[config.mk]
export PLATFORM = sky130hd
export DESIGN_NAME = spi_bank_slave
export DESIGN_NICKNAME = d
export VERILOG_FILES = /design/src/rtl/spi_bank_pkg.sv /design/src/rtl/spi_bank_sync.sv /design/src/rtl/spi_bank_frame.sv /design/src/rtl/spi_bank_pages.sv /design/src/rtl/spi_bank_slave.sv
export SDC_FILE = /design/constraint.sdc
export NUM_CORES = 1
export LEC_CHECK = 0
export ABC_AREA = 1
export BUFFER_PORTS_ARGS = -buffer_cell sky130_fd_sc_hd__buf_2
export CORE_MARGIN = 4
export CORE_UTILIZATION = 40
export DETAILED_ROUTE_END_ITERATION = 8
export GPL_TIMING_DRIVEN = 0
export PLACE_DENSITY_LB_ADDON = 0.2
export SLEW_MARGIN = 20
export SYNTH_ARGS = -nofsm -noshare
export SYNTH_HDL_FRONTEND = slang
export SYNTH_HIERARCHICAL = 1
export SYNTH_SLANG_ARGS = --single-unit
[constraint.sdc]
create_clock -name clk -period 2.1 [get_ports clk]
set_input_delay 0 -clock clk [delete_from_list [all_inputs] [get_ports clk]]
set_output_delay 0 -clock clk [all_outputs]
set_load 0.005 [all_outputs]
[src/rtl/spi_bank_pkg.sv]
`timescale 1ns/1ps
package spi_bank_pkg;
   localparam int HDR_W    = 4;
   localparam int PG_IDX_W = 2;
   localparam int NUM_PG   = 1 << PG_IDX_W;

   typedef struct packed {
      logic rd;       // 1 = read back
      logic digital;  // 1 = digital bank
      logic reg_acc;  // 1 = register, 0 = page
      logic chan_b;   // 1 = channel B
   } hdr_t;
endpackage

[src/rtl/spi_bank_sync.sv]
`timescale 1ns/1ps
module spi_bank_sync #(
   parameter int STAGES = 2
) (
   input  logic clk,
   input  logic rst_n,
   input  logic sclk_i,
   input  logic en_n_i,
   input  logic din_i,
   output logic rise_o,
   output logic fall_o,
   output logic en_act_o,
   output logic din_o
);
   if (STAGES < 2) begin : g_bad_stages
      $error("spi_bank_sync: STAGES must be at least 2");
   end

   logic [STAGES-1:0] s_clk, s_en, s_din;
   logic              clk_q;

   always_ff @(posedge clk or negedge rst_n) begin
      if (!rst_n) begin
         s_clk <= '0;
         s_en  <= '1;
         s_din <= '0;
         clk_q <= 1'b0;
      end else begin
         s_clk <= {s_clk[STAGES-2:0], sclk_i};
         s_en  <= {s_en[STAGES-2:0], en_n_i};
         s_din <= {s_din[STAGES-2:0], din_i};
         clk_q <= s_clk[STAGES-1];
      end
   end

   assign rise_o   = s_clk[STAGES-1] & ~clk_q;
   assign fall_o   = ~s_clk[STAGES-1] & clk_q;
   assign en_act_o = ~s_en[STAGES-1];
   assign din_o    = s_din[STAGES-1];

   AST_EDGE_EXCL: assert property (@(posedge clk) disable iff (!rst_n)
      !(rise_o && fall_o));
endmodule

[src/rtl/spi_bank_frame.sv]
`timescale 1ns/1ps
module spi_bank_frame
   import spi_bank_pkg::*;
#(
   parameter int ADDR_W = 12,
   parameter int DATA_W = 8
) (
   input  logic              clk,
   input  logic              rst_n,
   input  logic              rise_i,
   input  logic              fall_i,
   input  logic              en_act_i,
   input  logic              din_i,
   input  logic [DATA_W-1:0] rd_src_i,
   output hdr_t              hdr_o,
   output logic [ADDR_W-1:0] addr_o,
   output logic [DATA_W-1:0] wdata_o,
   output logic              rf_wr_o,
   output logic              pg_wr_o,
   output logic              dout_o
);
   localparam int HA_LEN    = HDR_W + ADDR_W;
   localparam int FRAME_LEN = HA_LEN + DATA_W;
   localparam int CNT_W     = $clog2(FRAME_LEN + 1);
   localparam logic [CNT_W-1:0] C_HA    = CNT_W'(HA_LEN);
   localparam logic [CNT_W-1:0] C_FRAME = CNT_W'(FRAME_LEN);

   if (DATA_W > HA_LEN) begin : g_bad_width
      $error("spi_bank_frame: DATA_W must not exceed header plus address");
   end

   logic [HA_LEN-2:0] sh;
   logic [HA_LEN-1:0] sh_nxt;
   logic [CNT_W-1:0]  cnt;
   logic [DATA_W-1:0] rd_sh;
   logic              load;

   assign sh_nxt = {sh, din_i};

   always_ff @(posedge clk or negedge rst_n) begin
      if (!rst_n) begin
         sh      <= '0;
         cnt     <= '0;
         hdr_o   <= '0;
         addr_o  <= '0;
         wdata_o <= '0;
         rf_wr_o <= 1'b0;
         pg_wr_o <= 1'b0;
         dout_o  <= 1'b0;
         rd_sh   <= '0;
         load    <= 1'b0;
      end else begin
         rf_wr_o <= 1'b0;
         pg_wr_o <= 1'b0;
         load    <= 1'b0;
         if (!en_act_i) begin
            cnt    <= '0;
            dout_o <= 1'b0;
         end else begin
            if (rise_i && cnt < C_FRAME) begin
               sh  <= sh_nxt[HA_LEN-2:0];
               cnt <= cnt + 1'b1;
               if (cnt == C_HA - 1'b1) begin
                  hdr_o  <= hdr_t'(sh_nxt[HA_LEN-1:ADDR_W]);
                  addr_o <= sh_nxt[ADDR_W-1:0];
                  load   <= sh_nxt[HA_LEN-1];
               end
               if (cnt == C_FRAME - 1'b1) begin
                  wdata_o <= sh_nxt[DATA_W-1:0];
                  rf_wr_o <= !hdr_o.rd && hdr_o.reg_acc;
                  pg_wr_o <= !hdr_o.rd && !hdr_o.reg_acc;
               end
            end
            if (fall_i) begin
               if (hdr_o.rd && cnt >= C_HA && cnt < C_FRAME) begin
                  dout_o <= rd_sh[DATA_W-1];
                  rd_sh  <= rd_sh << 1;
               end else begin
                  dout_o <= 1'b0;
               end
            end
            if (load) rd_sh <= rd_src_i;
         end
      end
   end

   AST_WR_SINGLE: assert property (@(posedge clk) disable iff (!rst_n)
      rf_wr_o |=> !rf_wr_o);
   AST_WR_FULL: assert property (@(posedge clk) disable iff (!rst_n)
      (rf_wr_o || pg_wr_o) |-> cnt == C_FRAME);
   AST_WR_EXCL: assert property (@(posedge clk) disable iff (!rst_n)
      !(rf_wr_o && pg_wr_o));
   AST_RD_NO_WR: assert property (@(posedge clk) disable iff (!rst_n)
      (rf_wr_o || pg_wr_o) |-> !hdr_o.rd);
   AST_DOUT_IDLE: assert property (@(posedge clk) disable iff (!rst_n)
      !en_act_i |=> !dout_o);
   AST_CNT_CAP: assert property (@(posedge clk) disable iff (!rst_n)
      cnt == C_FRAME |=> cnt == C_FRAME || cnt == '0);
endmodule

[src/rtl/spi_bank_pages.sv]
`timescale 1ns/1ps
module spi_bank_pages
   import spi_bank_pkg::*;
#(
   parameter int DATA_W = 8
) (
   input  logic                clk,
   input  logic                rst_n,
   input  logic                wr_i,
   input  logic [PG_IDX_W-1:0] idx_i,
   input  logic [DATA_W-1:0]   wdata_i,
   output logic [DATA_W-1:0]   page_o
);
   logic [NUM_PG-1:0][DATA_W-1:0] pages;

   for (genvar g = 0; g < NUM_PG; g++) begin : g_page
      always_ff @(posedge clk or negedge rst_n) begin
         if (!rst_n)                                 pages[g] <= '0;
         else if (wr_i && idx_i == PG_IDX_W'(g))     pages[g] <= wdata_i;
      end
   end

   assign page_o = pages[idx_i];

   AST_PAGE_HOLD: assert property (@(posedge clk) disable iff (!rst_n)
      !wr_i |=> $stable(pages));
endmodule

[src/rtl/spi_bank_slave.sv]
`timescale 1ns/1ps
module spi_bank_slave
   import spi_bank_pkg::*;
#(
   parameter int ADDR_W      = 12,
   parameter int DATA_W      = 8,
   parameter int SYNC_STAGES = 2
) (
   input  logic              clk,
   input  logic              rst_n,
   input  logic              ser_en_n,
   input  logic              ser_clk,
   input  logic              ser_din,
   output logic              ser_dout,
   output logic              rf_bank,
   output logic              rf_chan,
   output logic [DATA_W-1:0] rf_page,
   output logic [ADDR_W-1:0] rf_addr,
   output logic              rf_wr,
   output logic [DATA_W-1:0] rf_wdata,
   input  logic [DATA_W-1:0] rf_rdata
);
   if (ADDR_W < 1 || DATA_W < 1) begin : g_bad_param
      $error("spi_bank_slave: widths must be positive");
   end

   logic        rise, fall, en_act, din_s, pg_wr;
   hdr_t        hdr;
   logic [DATA_W-1:0] page_val, rd_src;

   spi_bank_sync #(.STAGES(SYNC_STAGES)) i_sync (
      .clk      (clk),
      .rst_n    (rst_n),
      .sclk_i   (ser_clk),
      .en_n_i   (ser_en_n),
      .din_i    (ser_din),
      .rise_o   (rise),
      .fall_o   (fall),
      .en_act_o (en_act),
      .din_o    (din_s)
   );

   assign rd_src = hdr.reg_acc ? rf_rdata : page_val;

   spi_bank_frame #(.ADDR_W(ADDR_W), .DATA_W(DATA_W)) i_frame (
      .clk      (clk),
      .rst_n    (rst_n),
      .rise_i   (rise),
      .fall_i   (fall),
      .en_act_i (en_act),
      .din_i    (din_s),
      .rd_src_i (rd_src),
      .hdr_o    (hdr),
      .addr_o   (rf_addr),
      .wdata_o  (rf_wdata),
      .rf_wr_o  (rf_wr),
      .pg_wr_o  (pg_wr),
      .dout_o   (ser_dout)
   );

   spi_bank_pages #(.DATA_W(DATA_W)) i_pages (
      .clk     (clk),
      .rst_n   (rst_n),
      .wr_i    (pg_wr),
      .idx_i   ({hdr.digital, hdr.chan_b}),
      .wdata_i (rf_wdata),
      .page_o  (page_val)
   );

   assign rf_bank = hdr.digital;
   assign rf_chan = hdr.chan_b;
   assign rf_page = page_val;

   AST_WR_REGACC: assert property (@(posedge clk) disable iff (!rst_n)
      rf_wr |-> hdr.reg_acc);
endmodule

==> impl_metrics.sql, run 1 <==
INSERT INTO impl_metrics (metric_group, metric, value, unit) VALUES
('critical_path', 'end_kind', 'output port', ''),
('hold_path', 'min_delay_path_depth', '7', ''),
('sta', 'timing.slew.headroom', '66.9', '%'),
('pwr', 'vdd_ir_drop_max', '428', 'uV'),
('grt', 'groute.usage.overall', '16.6', '%'),
('drt', 'via_count', '3515', ''),
('logic_synthesis', 'yosys_register_bits', '95', ''),
('job', 'drv_cap', '0', ''),
('grt', 'grt_start_max_net_pins', '58', ''),
('final_layout', 'finalNetCount', '604', ''),
('logic_synthesis', 'cell_taking_the_most_area_after_synthesis', 'dfrtp_1', ''),
('drt', 'wirelength_met1', '4560', 'um'),
('drt', 'drc', '0', ''),
('sta', 'maxClockFrequency', '555', 'MHz'),
('logic_synthesis', 'synth_fp_nets', '543', ''),
('grt', 'first_global_vias', '3444', ''),
('grt', 'gr-total-overflow', '0', ''),
('clock_network', 'cts_root_buffer', 'clkbuf_8', ''),
('logic_synthesis', 'yosys.area.top_type_share', '54.5', '%'),
('critical_path', 'critical_path_required', '2.10', 'ns'),
('critical_path', 'critPathArrivalTime', '1.80', 'ns'),
('logic_synthesis', 'post_synth_num_cell_types', '28', ''),
('clock_network', 'tritoncts.num_buffers', '9', ''),
('pwr', 'p_leak', '0.00276', 'uW'),
('final_layout', 'flow.area_growth_from_synthesis', '15.2', '%'),
('sta', 'setup_viol_count_final', '0', ''),
('die', 'io-pin-count', '45', ''),
('drt', 'detail_route.wl_per_cell', '13.4', 'um'),
('sta', 'post-route-period-util', '85.8', '%'),
('sta', 'rsz0062_at_grt', 'false', ''),
('sta', 'timing.final.ws_setup', '0.298', 'ns'),
('logic_synthesis', 'netlist_area', '4270', 'um^2'),
('clock_network', 'h-tree-depth', '3', ''),
('logic_synthesis', 'synthesis.yosys.warnings', '6', ''),
('place', 'detailedPlacementHpwl', '6920', 'um'),
('final_layout', 'layout_commonest_cell', 'nand2_1', ''),
('clock_network', 'cts.sink_count', '95', ''),
('die', 'die_w', '111', 'um'),
('logic_synthesis', 'synthTopCellsByArea', 'dfrtp_1, nand2_1, nand3_1, o21ai_0, inv_1', ''),
('drt', 'routed_via_density', '4.82', ''),
('run_status', 'result_of_the_run', 'complete, no violations', ''),
('clock_network', 'post-cts-setup-buffers', '0', ''),
('logic_synthesis', 'synth.avg_cell_area', '8.09', 'um^2'),
('place', 'port_buffers', '44', ''),
('final_layout', 'mostFrequentLayoutCells', 'nand2_1, dfrtp_1, buf_2', ''),
('place', 'place_worst_setup_slack', '0.219', 'ns'),
('critical_path', 'type_of_the_worst_setup_path', 'flip-flop to output port', ''),
('critical_path', 'critical_path_source_type', 'flip-flop', ''),
('critical_path', 'critPathMaxFanout', '10', ''),
('logic_synthesis', 'post_synth_inst_count', '528', ''),
('clock_network', 'clk_transition_reported_paths', '0.10', 'ns'),
('pwr', 'power_density', '639', 'nW/um^2'),
('sta', 'tns', '0', 'ns'),
('drt', 'drt_iter0_markers', '229', ''),
('final_layout', 'insertedDiodeCount', '0', ''),
('die', 'initial_core_utilization', '41.2', '%'),
('grt', 'grt_antenna_before_repair', '0', ''),
('grt', 'grt_first_pass_wirelength', '17000', 'um'),
('die', 'rows', '37', ''),
('die', 'die-height', '111', 'um'),
('sta', 'timing_max_transition_violations_final', '0', ''),
('drt', 'highest_layer', 'met4', ''),
('drt', 'totalWireLength', '9770', 'um'),
('hold_path', 'type_of_the_tightest_min_delay_check', 'primary input to flip-flop', ''),
('critical_path', 'timing.reg2reg.worst_path_depth', '12', ''),
('die', 'fp.coreArea', '10400', 'um^2'),
('drt', 'drtPass1Iterations', '4', ''),
('final_layout', 'layout-drive-gt1-share', '16.2', '%'),
('clock_network', 'clock_tree.buffer_depth', '2', ''),
('clock_network', 'clock_latency', '0.37', 'ns'),
('die', 'fp.dieArea', '12400', 'um^2'),
('clock_network', 'tritoncts', 'built', ''),
('sta', 'worstMarginPinSlew', '0.496', 'ns'),
('final_layout', 'num-fill-cells', '1052', ''),
('drt', 'met2_routed_length', '4570', 'um'),
('sta', 'fin_crit', '1.80', 'ns'),
('drt', 'detail-route-antenna-nets', '0', ''),
('logic_synthesis', 'yosysSeqAreaShare', '55.7', '%'),
('place', 'place.gp.congestion', '0.846', ''),
('drt', 'dr_wl_met3', '534', 'um'),
('sta', 'hold_violations', '0', ''),
('sta', 'clock-skew-final', '0.0114', 'ns');
## cell usage after synthesis
library cell,number
nand3_4,1
or2_2,1
nor2_2,3
buf_2,8
nor2_4,2
buf_6,3
buf_1,1
clkbuf_2,1
nand3_1,47
inv_4,1
o21ai_1,9
o21ai_0,29
dfstp_2,2
nand3_2,2
nor2_1,7
buf_4,3
nand2_2,2
nand2_4,2
inv_1,29
o22ai_1,1
ha_1,2
clkbuf_1,3
nand2_1,269
nor2_8,1
inv_2,3
a21oi_1,2
dfrtp_1,93
nand3b_1,1
## worst paths after layout
check,startpoint,end,slack (ns)
max,i_frame/hdr_o[0],rf_page[6],0.30
min,rf_rdata[1],i_frame/rd_sh[1],0.03
max reg2reg,i_frame/hdr_o[0],i_frame/rd_sh[6],0.32
min reg2reg,i_sync/s_din[0],i_sync/s_din[1],0.35
max in group asynchronous,rst_n,i_frame/cnt[1],1.40
min in group asynchronous,rst_n,i_pages/pages[5],0.10
## what timing repair did
action,in CTS,in global routing
hold buffers,5,0
endpoints found under the setup margin,0,2
hold endpoints to repair,99,0
resized for setup,0,2
## flip-flops by register name, indices dropped and copies added, names as in the netlist
register,flops
i_sync/clk_q,1
i_sync/s_en,2
i_frame/sh,15
i_frame/rf_wr_o,1
i_sync/s_clk,2
i_frame/dout_o,1
i_frame/pg_wr_o,1
i_frame/wdata_o,8
i_frame/hdr_o,4
i_frame/rd_sh,8
i_frame/addr_o,12
i_pages/pages,32
i_sync/s_din,2
i_frame/cnt,5
i_frame/load,1
## cells by family (layout without fill, tap and decap cells)
group | count (synthesis) | in the layout | synth area share [%]
compound gates | 41 | 41 | 4.83
fa+ha+maj | 2 | 2 | 0.586
buf+inv | 52 | 118 | 5.68
flops | 95 | 95 | 55.7
simple gates | 338 | 338 | 33.2
## metrics by stage
step | power, uW | hold WS [ns] | util, % | area (um^2) | instances
2_1_floorplan | 2000 | -0.296 | - | 4270 | 528
3_3_place_gp | 2070 | 0.105 | 45.0 | 4660 | 708
3_5_place_dp | 2090 | -0.0665 | 45.3 | 4700 | 709
4_1_cts | 3210 | 0.0176 | 47.5 | 4920 | 730
5_1_grt | 3310 | 0.0511 | 47.5 | 4920 | 730
6_report | 3150 | 0.0347 | 47.5 | 4920 | 730
## routing by layer
metal  global-route usage (%)  vias up
met4                     4.22        0
met1                     23.4     1661
li1                         -     1763
met2                     25.1       80
met5                        0        -
met3                     5.05       11
## worst max-delay path, stage by stage (launching register included)
cell     delay [ns]
dfrtp_1        0.47
buf_2          0.29
buf_4          0.22
nand2_1        0.06
nand2_1        0.07
nand2_1        0.07
nand2_1        0.12
buf_2          0.13
## final cells by class
class	instances	area, um^2	area share, %
plain buffers	19	118	2.39
clock buffers	10	128	2.59
clock inverters	6	47.5	0.966
inverters	33	126	2.57
multi-input cells	381	1650	33.5
flip-flops and latches	95	2380	48.3
well taps	136	170	3.46
repair buffers	50	304	6.18
## report_power, final
| part | leakage [uW] | switching (uW) | total, uW | internal, uW |
|---|---|---|---|---|
| Sequential | 0.00126 | 47.2 | 1920 | 1880 |
| Clock | 0.0000751 | 656 | 1090 | 436 |
| Combinational | 0.00143 | 83.1 | 131 | 48.0 |
No activity file was read; power rests on OpenSTA's default activity.
==> inputs of run 2 (changes only) <==
clock period = 1.9 ns   (was 2.1 ns; I/O delays follow)
==> run 2 against run 1 <==
Against the previous run:
- die area unchanged
- worst setup slack lost 0.12 ns
- global-route usage unchanged
- register-to-register slack lost 0.12 ns
- largest cell class unchanged
- sequential share of layout area about the same
- utilization is essentially flat
==> impl_metrics.sql, run 2 (synthesized netlist as in run 1, its figures left out) <==
INSERT INTO impl_metrics (metric_group, metric, value, unit) VALUES
('run_status', 'result_of_the_run', 'complete, no violations', ''),
('final_layout', 'reg_with_most_ffs', 'i_pages/pages', ''),
('grt', 'groute.usage.overall', '16.6', '%'),
('final_layout', 'final_core_util', '47.5', '%'),
('final_layout', 'largest_register_ff_count', '32', ''),
('pwr', 'power_density', '706', 'nW/um^2'),
('final_layout', 'finalNetCount', '604', ''),
('critical_path', 'critPathArrivalTime', '1.73', 'ns'),
('drt', 'drt_iter0_markers', '229', ''),
('final_layout', 'num-fill-cells', '1051', ''),
('sta', 'post-route-period-util', '90.8', '%'),
('place', 'dpl.cell_count', '709', ''),
('clock_network', 'clock_tree.buffer_depth', '2', ''),
('die', 'fp.dieArea', '12400', 'um^2'),
('die', 'initial_core_utilization', '41.2', '%'),
('sta', 'setup_viol_count_final', '0', ''),
('clock_network', 'post-cts-setup-buffers', '0', ''),
('place', 'detailedPlacementHpwl', '6920', 'um'),
('grt', 'use_met3', '5.05', '%'),
('grt', 'grt_util_met1', '23.4', '%'),
('die', 'die_w', '111', 'um'),
('critical_path', 'type_of_the_worst_setup_path', 'flip-flop to output port', ''),
('final_layout', 'stdcell_count', '730', ''),
('hold_path', 'hold_start', 'rf_rdata[1]', ''),
('clock_network', 'clock_latency', '0.37', 'ns'),
('sta', 'timing_max_transition_violations_final', '0', ''),
('final_layout', 'flow.area_growth_from_synthesis', '15.3', '%'),
('sta', 'fin_crit', '1.73', 'ns'),
('drt', 'routed_via_density', '4.81', ''),
('final_layout', 'reg_top3', 'i_pages/pages (32), i_frame/sh (15), i_frame/addr_o (12)', ''),
('job', 'drv_cap', '0', ''),
('drt', 'drtPass1Iterations', '5', ''),
('drt', 'drc', '0', ''),
('critical_path', 'critical_path_source_type', 'flip-flop', ''),
('drt', 'detail_route.wl_per_cell', '13.4', 'um'),
('grt', 'first_global_vias', '3444', ''),
('sta', 'clock-skew-final', '0.0114', 'ns'),
('clock_network', 'cts.sink_count', '95', ''),
('sta', 'rsz0062_at_grt', 'false', ''),
('pwr', 'p_leak', '0.00276', 'uW'),
('critical_path', 'reg2reg_from', 'i_frame/hdr_o[0]', ''),
('drt', 'totalWireLength', '9760', 'um'),
('drt', 'detail-route-antenna-nets', '0', ''),
('sta', 'hold_violations', '0', ''),
('critical_path', 'critPathMaxFanout', '10', ''),
('place', 'place.gp.congestion', '0.846', ''),
('critical_path', 'critical_path_required', '1.90', 'ns'),
('clock_network', 'clk_transition_reported_paths', '0.10', 'ns'),
('clock_network', 'tritoncts', 'built', ''),
('final_layout', 'layout-drive-gt1-share', '16.5', '%'),
('final_layout', 'layout_commonest_cell', 'nand2_1', ''),
('grt', 'gr-total-overflow', '0', ''),
('sta', 'worst_hold_slack', '0.0349', 'ns'),
('clock_network', 'tritoncts.num_buffers', '9', ''),
('die', 'fp.coreArea', '10400', 'um^2'),
('grt', 'top_usage_layer', 'met2', ''),
('sta', 'maxClockFrequency', '579', 'MHz'),
('die', 'die-height', '111', 'um'),
('critical_path', 'end_kind', 'output port', ''),
('place', 'port_buffers', '44', ''),
('clock_network', 'h-tree-depth', '3', ''),
('final_layout', 'insertedDiodeCount', '0', ''),
('drt', 'via_count', '3510', ''),
('grt', 'gr-usage-met2', '25.1', '%'),
('die', 'io-pin-count', '45', ''),
('hold_path', 'type_of_the_tightest_min_delay_check', 'primary input to flip-flop', ''),
('critical_path', 'crit_path_start', 'i_frame/hdr_o[0]', ''),
('die', 'rows', '37', ''),
('grt', 'grt_first_pass_wirelength', '17000', 'um'),
('pwr', 'post-layout-total-power', '3480', 'uW'),
('grt', 'grt_start_max_net_pins', '58', ''),
('pwr', 'vdd_ir_drop_max', '473', 'uV'),
('clock_network', 'cts_root_buffer', 'clkbuf_8', ''),
('final_layout', 'mostFrequentLayoutCells', 'nand2_1, dfrtp_1, buf_2', ''),
('sta', 'worstMarginPinSlew', '0.483', 'ns'),
('sta', 'timing.slew.headroom', '67.8', '%'),
('grt', 'grt_antenna_before_repair', '0', '');
[run 2: cell types whose count changed in the layout (fill, tap and decap cells not counted), sizes merged]
cell,previous run,this run
buf,60,59
clkbuf,14,15
[run 2: final timing paths]
kind                                    end  slack [ns]  depth (start not counted)
hold reg to reg             i_sync/s_din[1]        0.35                          0
max in group asynchronous  i_frame/hdr_o[0]        1.20                          3
setup reg to reg           i_frame/rd_sh[6]        0.20                         12
min in group asynchronous  i_pages/pages[5]        0.10                          2
hold / removal             i_frame/rd_sh[1]        0.03                          7
setup / recovery                 rf_page[6]        0.17                          7
[run 2: per-layer routing]
metal  vias up  routed length, um
li1       1764                  -
met1      1660               4600
met2        75               4560
met3        11                499
met4         0                103
met5         -                  0
[run 2: worst max-delay path, stage by stage, from the launching register on]
cell and delay (ns):
dfrtp_2 0.46, inv_2 0.16, buf_2 0.26, nand2_1 0.08, nand2_1 0.07, nand2_1 0.07
nand2_1 0.12, buf_2 0.13
[run 2: final cells by class]
type / instances / area [um^2] / share of cell area [%]
repair buffers: 50 / 304 / 6.17
multi-input cells: 381 / 1650 / 33.5
clock buffers: 10 / 128 / 2.59
well taps: 136 / 170 / 3.45
plain buffers: 19 / 120 / 2.44
clock inverters: 6 / 47.5 / 0.965
inverters: 33 / 126 / 2.56
flip-flops and latches: 95 / 2380 / 48.3
[run 2: repair_timing]
action	CTS	global route
hold buffers	5	0
endpoints found under the setup margin	5	18
resized for setup	1	3
endpoints found under the hold margin	99	0
[run 2: power by group]
part / switching, uW / internal (uW) / total [uW]
sequential: 52.1 / 2070 / 2130
combinational: 91.9 / 53.1 / 145
clock: 724 / 482 / 1210
total: 868 / 2610 / 3480
[run 2: through the flow]
| step | cell area, um^2 | setup TNS [ns] | worst slack (ns) |
|---|---|---|---|
| detailed placement | 4700 | 0 | 0.0189 |
| CTS | 4920 | 0 | 0.0753 |
| finish | 4930 | 0 | 0.174 |
| global route | 4930 | 0 | 0.00592 |
| floorplan | 4270 | 0 | 0.298 |
| global placement | 4660 | -11.58 | -0.130 |
==> inputs of run 3 (changes only) <==
CELL_PAD_IN_SITES_DETAIL_PLACEMENT = 0   (was not set)
CELL_PAD_IN_SITES_GLOBAL_PLACEMENT = 2   (was not set)
CORE_UTILIZATION = 35   (was 40)
==> run 3 against run 2 <==
Against the previous run:
- design area increased by 3.0%
- worst hold slack improved by 0.038 ns
- sequential share of layout area decreased by 1.4 points
- register-to-register slack about the same
- clock skew decreased by 0.0052 ns
- cell count increased by 1.5%
- maximum frequency about the same
- total power increased by 19%
- global-route usage decreased by 0.26 points
- highest routed layer unchanged
==> impl_metrics.sql, run 3 (synthesized netlist as in run 1, its figures left out) <==
INSERT INTO impl_metrics (metric_group, metric, value, unit) VALUES
('run_status', 'result_of_the_run', 'complete, no violations', ''),
('sta', 'clock-skew-final', '0.00619', 'ns'),
('final_layout', 'flow.area_growth_from_synthesis', '18.8', '%'),
('grt', 'grt_antenna_before_repair', '0', ''),
('sta', 'setup_viol_count_final', '0', ''),
('drt', 'detail_route.wl_per_cell', '14.2', 'um'),
('final_layout', 'layout_commonest_cell', 'nand2_1', ''),
('clock_network', 'cts.sink_count', '95', ''),
('drt', 'via_count', '3479', ''),
('critical_path', 'critical_path.n_buffers_inverters', '3', ''),
('drt', 'totalWireLength', '10500', 'um'),
('critical_path', 'critical_path_required', '1.90', 'ns'),
('final_layout', 'final_core_util', '42.4', '%'),
('grt', 'first_global_vias', '3618', ''),
('critical_path', 'reg2reg_to', 'i_frame/rd_sh[4]', ''),
('critical_path', 'path_cells', 'clkbuf_4 -> buf_4 -> nand2_1 -> nand2_1 -> nand2_1 -> nand2_1 -> buf_2', ''),
('final_layout', 'total_area_of_multi_input_combinational_cells', '1650', 'um^2'),
('job', 'drv_cap', '0', ''),
('place', 'place.gp.congestion', '0.730', ''),
('final_layout', 'largest_register_ff_count', '32', ''),
('clock_network', 'h-tree-depth', '3', ''),
('drt', 'drt_iter0_markers', '198', ''),
('sta', 'rsz0062_at_grt', 'false', ''),
('critical_path', 'worst-path-stages', '7', ''),
('sta', 'timing.slew.headroom', '66.7', '%'),
('pwr', 'netSwitchingFraction', '22.2', '%'),
('die', 'initial_core_utilization', '35.7', '%'),
('sta', 'timing_max_transition_violations_final', '0', ''),
('die', 'io-pin-count', '45', ''),
('critical_path', 'timing.critical_path.slowest_cell_delay', '0.43', 'ns'),
('sta', 'fin_crit', '1.73', 'ns'),
('critical_path', 'critPathTopFamily', 'buffers and inverters', ''),
('grt', 'groute.usage.overall', '16.3', '%'),
('pwr', 'power.internal', '3220', 'uW'),
('sta', 'hold_violations', '0', ''),
('sta', 'worstMarginPinSlew', '0.499', 'ns'),
('place', 'place_worst_setup_slack', '-0.0543', 'ns'),
('clock_network', 'tritoncts.num_buffers', '9', ''),
('final_layout', 'finalNetCount', '604', ''),
('final_layout', 'layout-drive-gt1-share', '16.7', '%'),
('clock_network', 'clock_latency', '0.34', 'ns'),
('critical_path', 'reg2reg_from', 'i_frame/hdr_o[0]', ''),
('die', 'fp.coreArea', '12000', 'um^2'),
('sta', 'post-route-period-util', '90.9', '%'),
('critical_path', 'critPathArrivalTime', '1.73', 'ns'),
('critical_path', 'crit_path_start', 'i_frame/hdr_o[0]', ''),
('pwr', 'share_seq_of_total_power', '51.4', '%'),
('sta', 'timing.final.ws_setup', '0.172', 'ns'),
('critical_path', 'crit_path_slowest_cell', 'dfrtp_2', ''),
('final_layout', 'mostFrequentLayoutCells', 'nand2_1, dfrtp_1, buf_2', ''),
('final_layout', 'reg_with_most_ffs', 'i_pages/pages', ''),
('critical_path', 'end_kind', 'output port', ''),
('grt', 'grt_start_max_net_pins', '59', ''),
('die', 'rows', '40', ''),
('critical_path', 'type_of_the_worst_setup_path', 'flip-flop to output port', ''),
('final_layout', 'ff_latch_area', '2380', 'um^2'),
('grt', 'grt_first_pass_wirelength', '18300', 'um'),
('pwr', 'vdd_ir_drop_max', '384', 'uV'),
('pwr', 'combinational_group_share_of_total_power', '3.6', '%'),
('drt', 'detail-route-antenna-nets', '0', ''),
('die', 'die-height', '118', 'um'),
('critical_path', 'critical_path_source_type', 'flip-flop', ''),
('drt', 'drc', '0', ''),
('clock_network', 'post-cts-setup-buffers', '0', ''),
('critical_path', 'timing.reg2reg.worst_path_depth', '12', ''),
('clock_network', 'tritoncts', 'built', ''),
('die', 'fp.dieArea', '14000', 'um^2'),
('drt', 'routed_via_density', '4.70', ''),
('sta', 'maxClockFrequency', '579', 'MHz'),
('clock_network', 'clk_transition_reported_paths', '0.06', 'ns'),
('pwr', 'power_density', '815', 'nW/um^2'),
('final_layout', 'reg_top3', 'i_pages/pages (32), i_frame/sh (15), i_frame/addr_o (12)', ''),
('pwr', 'post-layout-total-power', '4140', 'uW'),
('critical_path', 'crit_top_cell', 'nand2_1', ''),
('pwr', 'pwr-share-clk', '45.1', '%'),
('hold_path', 'type_of_the_tightest_min_delay_check', 'primary input to flip-flop', ''),
('grt', 'gr-total-overflow', '0', ''),
('die', 'die_w', '118', 'um'),
('critical_path', 'timing_endpoint_of_the_critical_path', 'rf_page[6]', ''),
('clock_network', 'cts_root_buffer', 'clkbuf_16', ''),
('place', 'detailedPlacementHpwl', '7340', 'um'),
('clock_network', 'clock_tree.buffer_depth', '2', ''),
('drt', 'drtPass1Iterations', '4', ''),
('pwr', 'p_leak', '0.00284', 'uW'),
('critical_path', 'rrSetupSlack', '0.19', 'ns'),
('pwr', 'power_switching', '920', 'uW'),
('final_layout', 'insertedDiodeCount', '0', ''),
('place', 'port_buffers', '44', ''),
('final_layout', 'num-fill-cells', '1250', ''),
('critical_path', 'critPathMaxFanout', '10', '');
[run 3: worst min-delay path: stages]
cell and delay (ns):
buf_2 0.08, nand2_1 0.04, nand2_1 0.05, nand2_1 0.05
o21ai_0 0.06, nand2_1 0.05, nand2_1 0.05
[run 3: worst min-delay path by stage]
stage	endpoint	cells past startpoint	slack, ns	from
after floorplan	i_frame/addr_o[0]	0	-0.30	rst_n
after global placement	i_sync/s_en[0]	1	0.10	ser_en_n
after detailed placement	i_pages/pages[5]	1	-0.07	rst_n
after CTS	i_frame/rd_sh[6]	7	0.06	rf_rdata[6]
after global routing	i_frame/rd_sh[1]	7	0.13	rf_rdata[1]
final	i_frame/rd_sh[6]	7	0.07	rf_rdata[6]
[run 3: per-layer routing]
layer	track usage, %	share of wire (%)
met5	0	0
met4	8.04	2.5
met3	2.63	2.9
met2	25.2	44
met1	22.3	50
[run 3: power by group through the flow]
stage / registers (uW) / clock network, uW / logic (uW)
floorplan: 2150 / 0 / 65.2
global placement: 2160 / 0 / 132
detailed placement: 2160 / 0 / 145
CTS: 2120 / 1940 / 153
global route: 2140 / 2030 / 172
finish: 2130 / 1870 / 148
[run 3: through the flow]
stage          instance area (um^2)  cells  hold slack [ns]  TNS, ns
2_1_floorplan                  4270    528           -0.296        0
3_3_place_gp                   4680    719            0.104   -19.08
3_5_place_dp                   4710    720          -0.0700   -0.374
4_1_cts                        5070    741           0.0597        0
5_1_grt                        5080    741            0.129        0
6_report                       5080    741           0.0729        0
[run 3: timing repair]
action | CTS | global route
hold buffers | 5 | 0
gates cloned | 0 | 0
gates resized for setup | 1 | 4
endpoints found under the hold margin | 97 | 0
setup endpoints to repair | 10 | 20
pin swaps | 0 | 0
[run 3: area by class of cell]
type                    count  share of cell area [%]
clock inverters             5                    1.11
clock buffers              11                    4.98
repair buffers             50                    5.99
flip-flops and latches     95                    46.9
multi-input cells         381                    32.5
well taps                 147                    3.62
inverters                  33                    2.49
plain buffers              19                    2.41
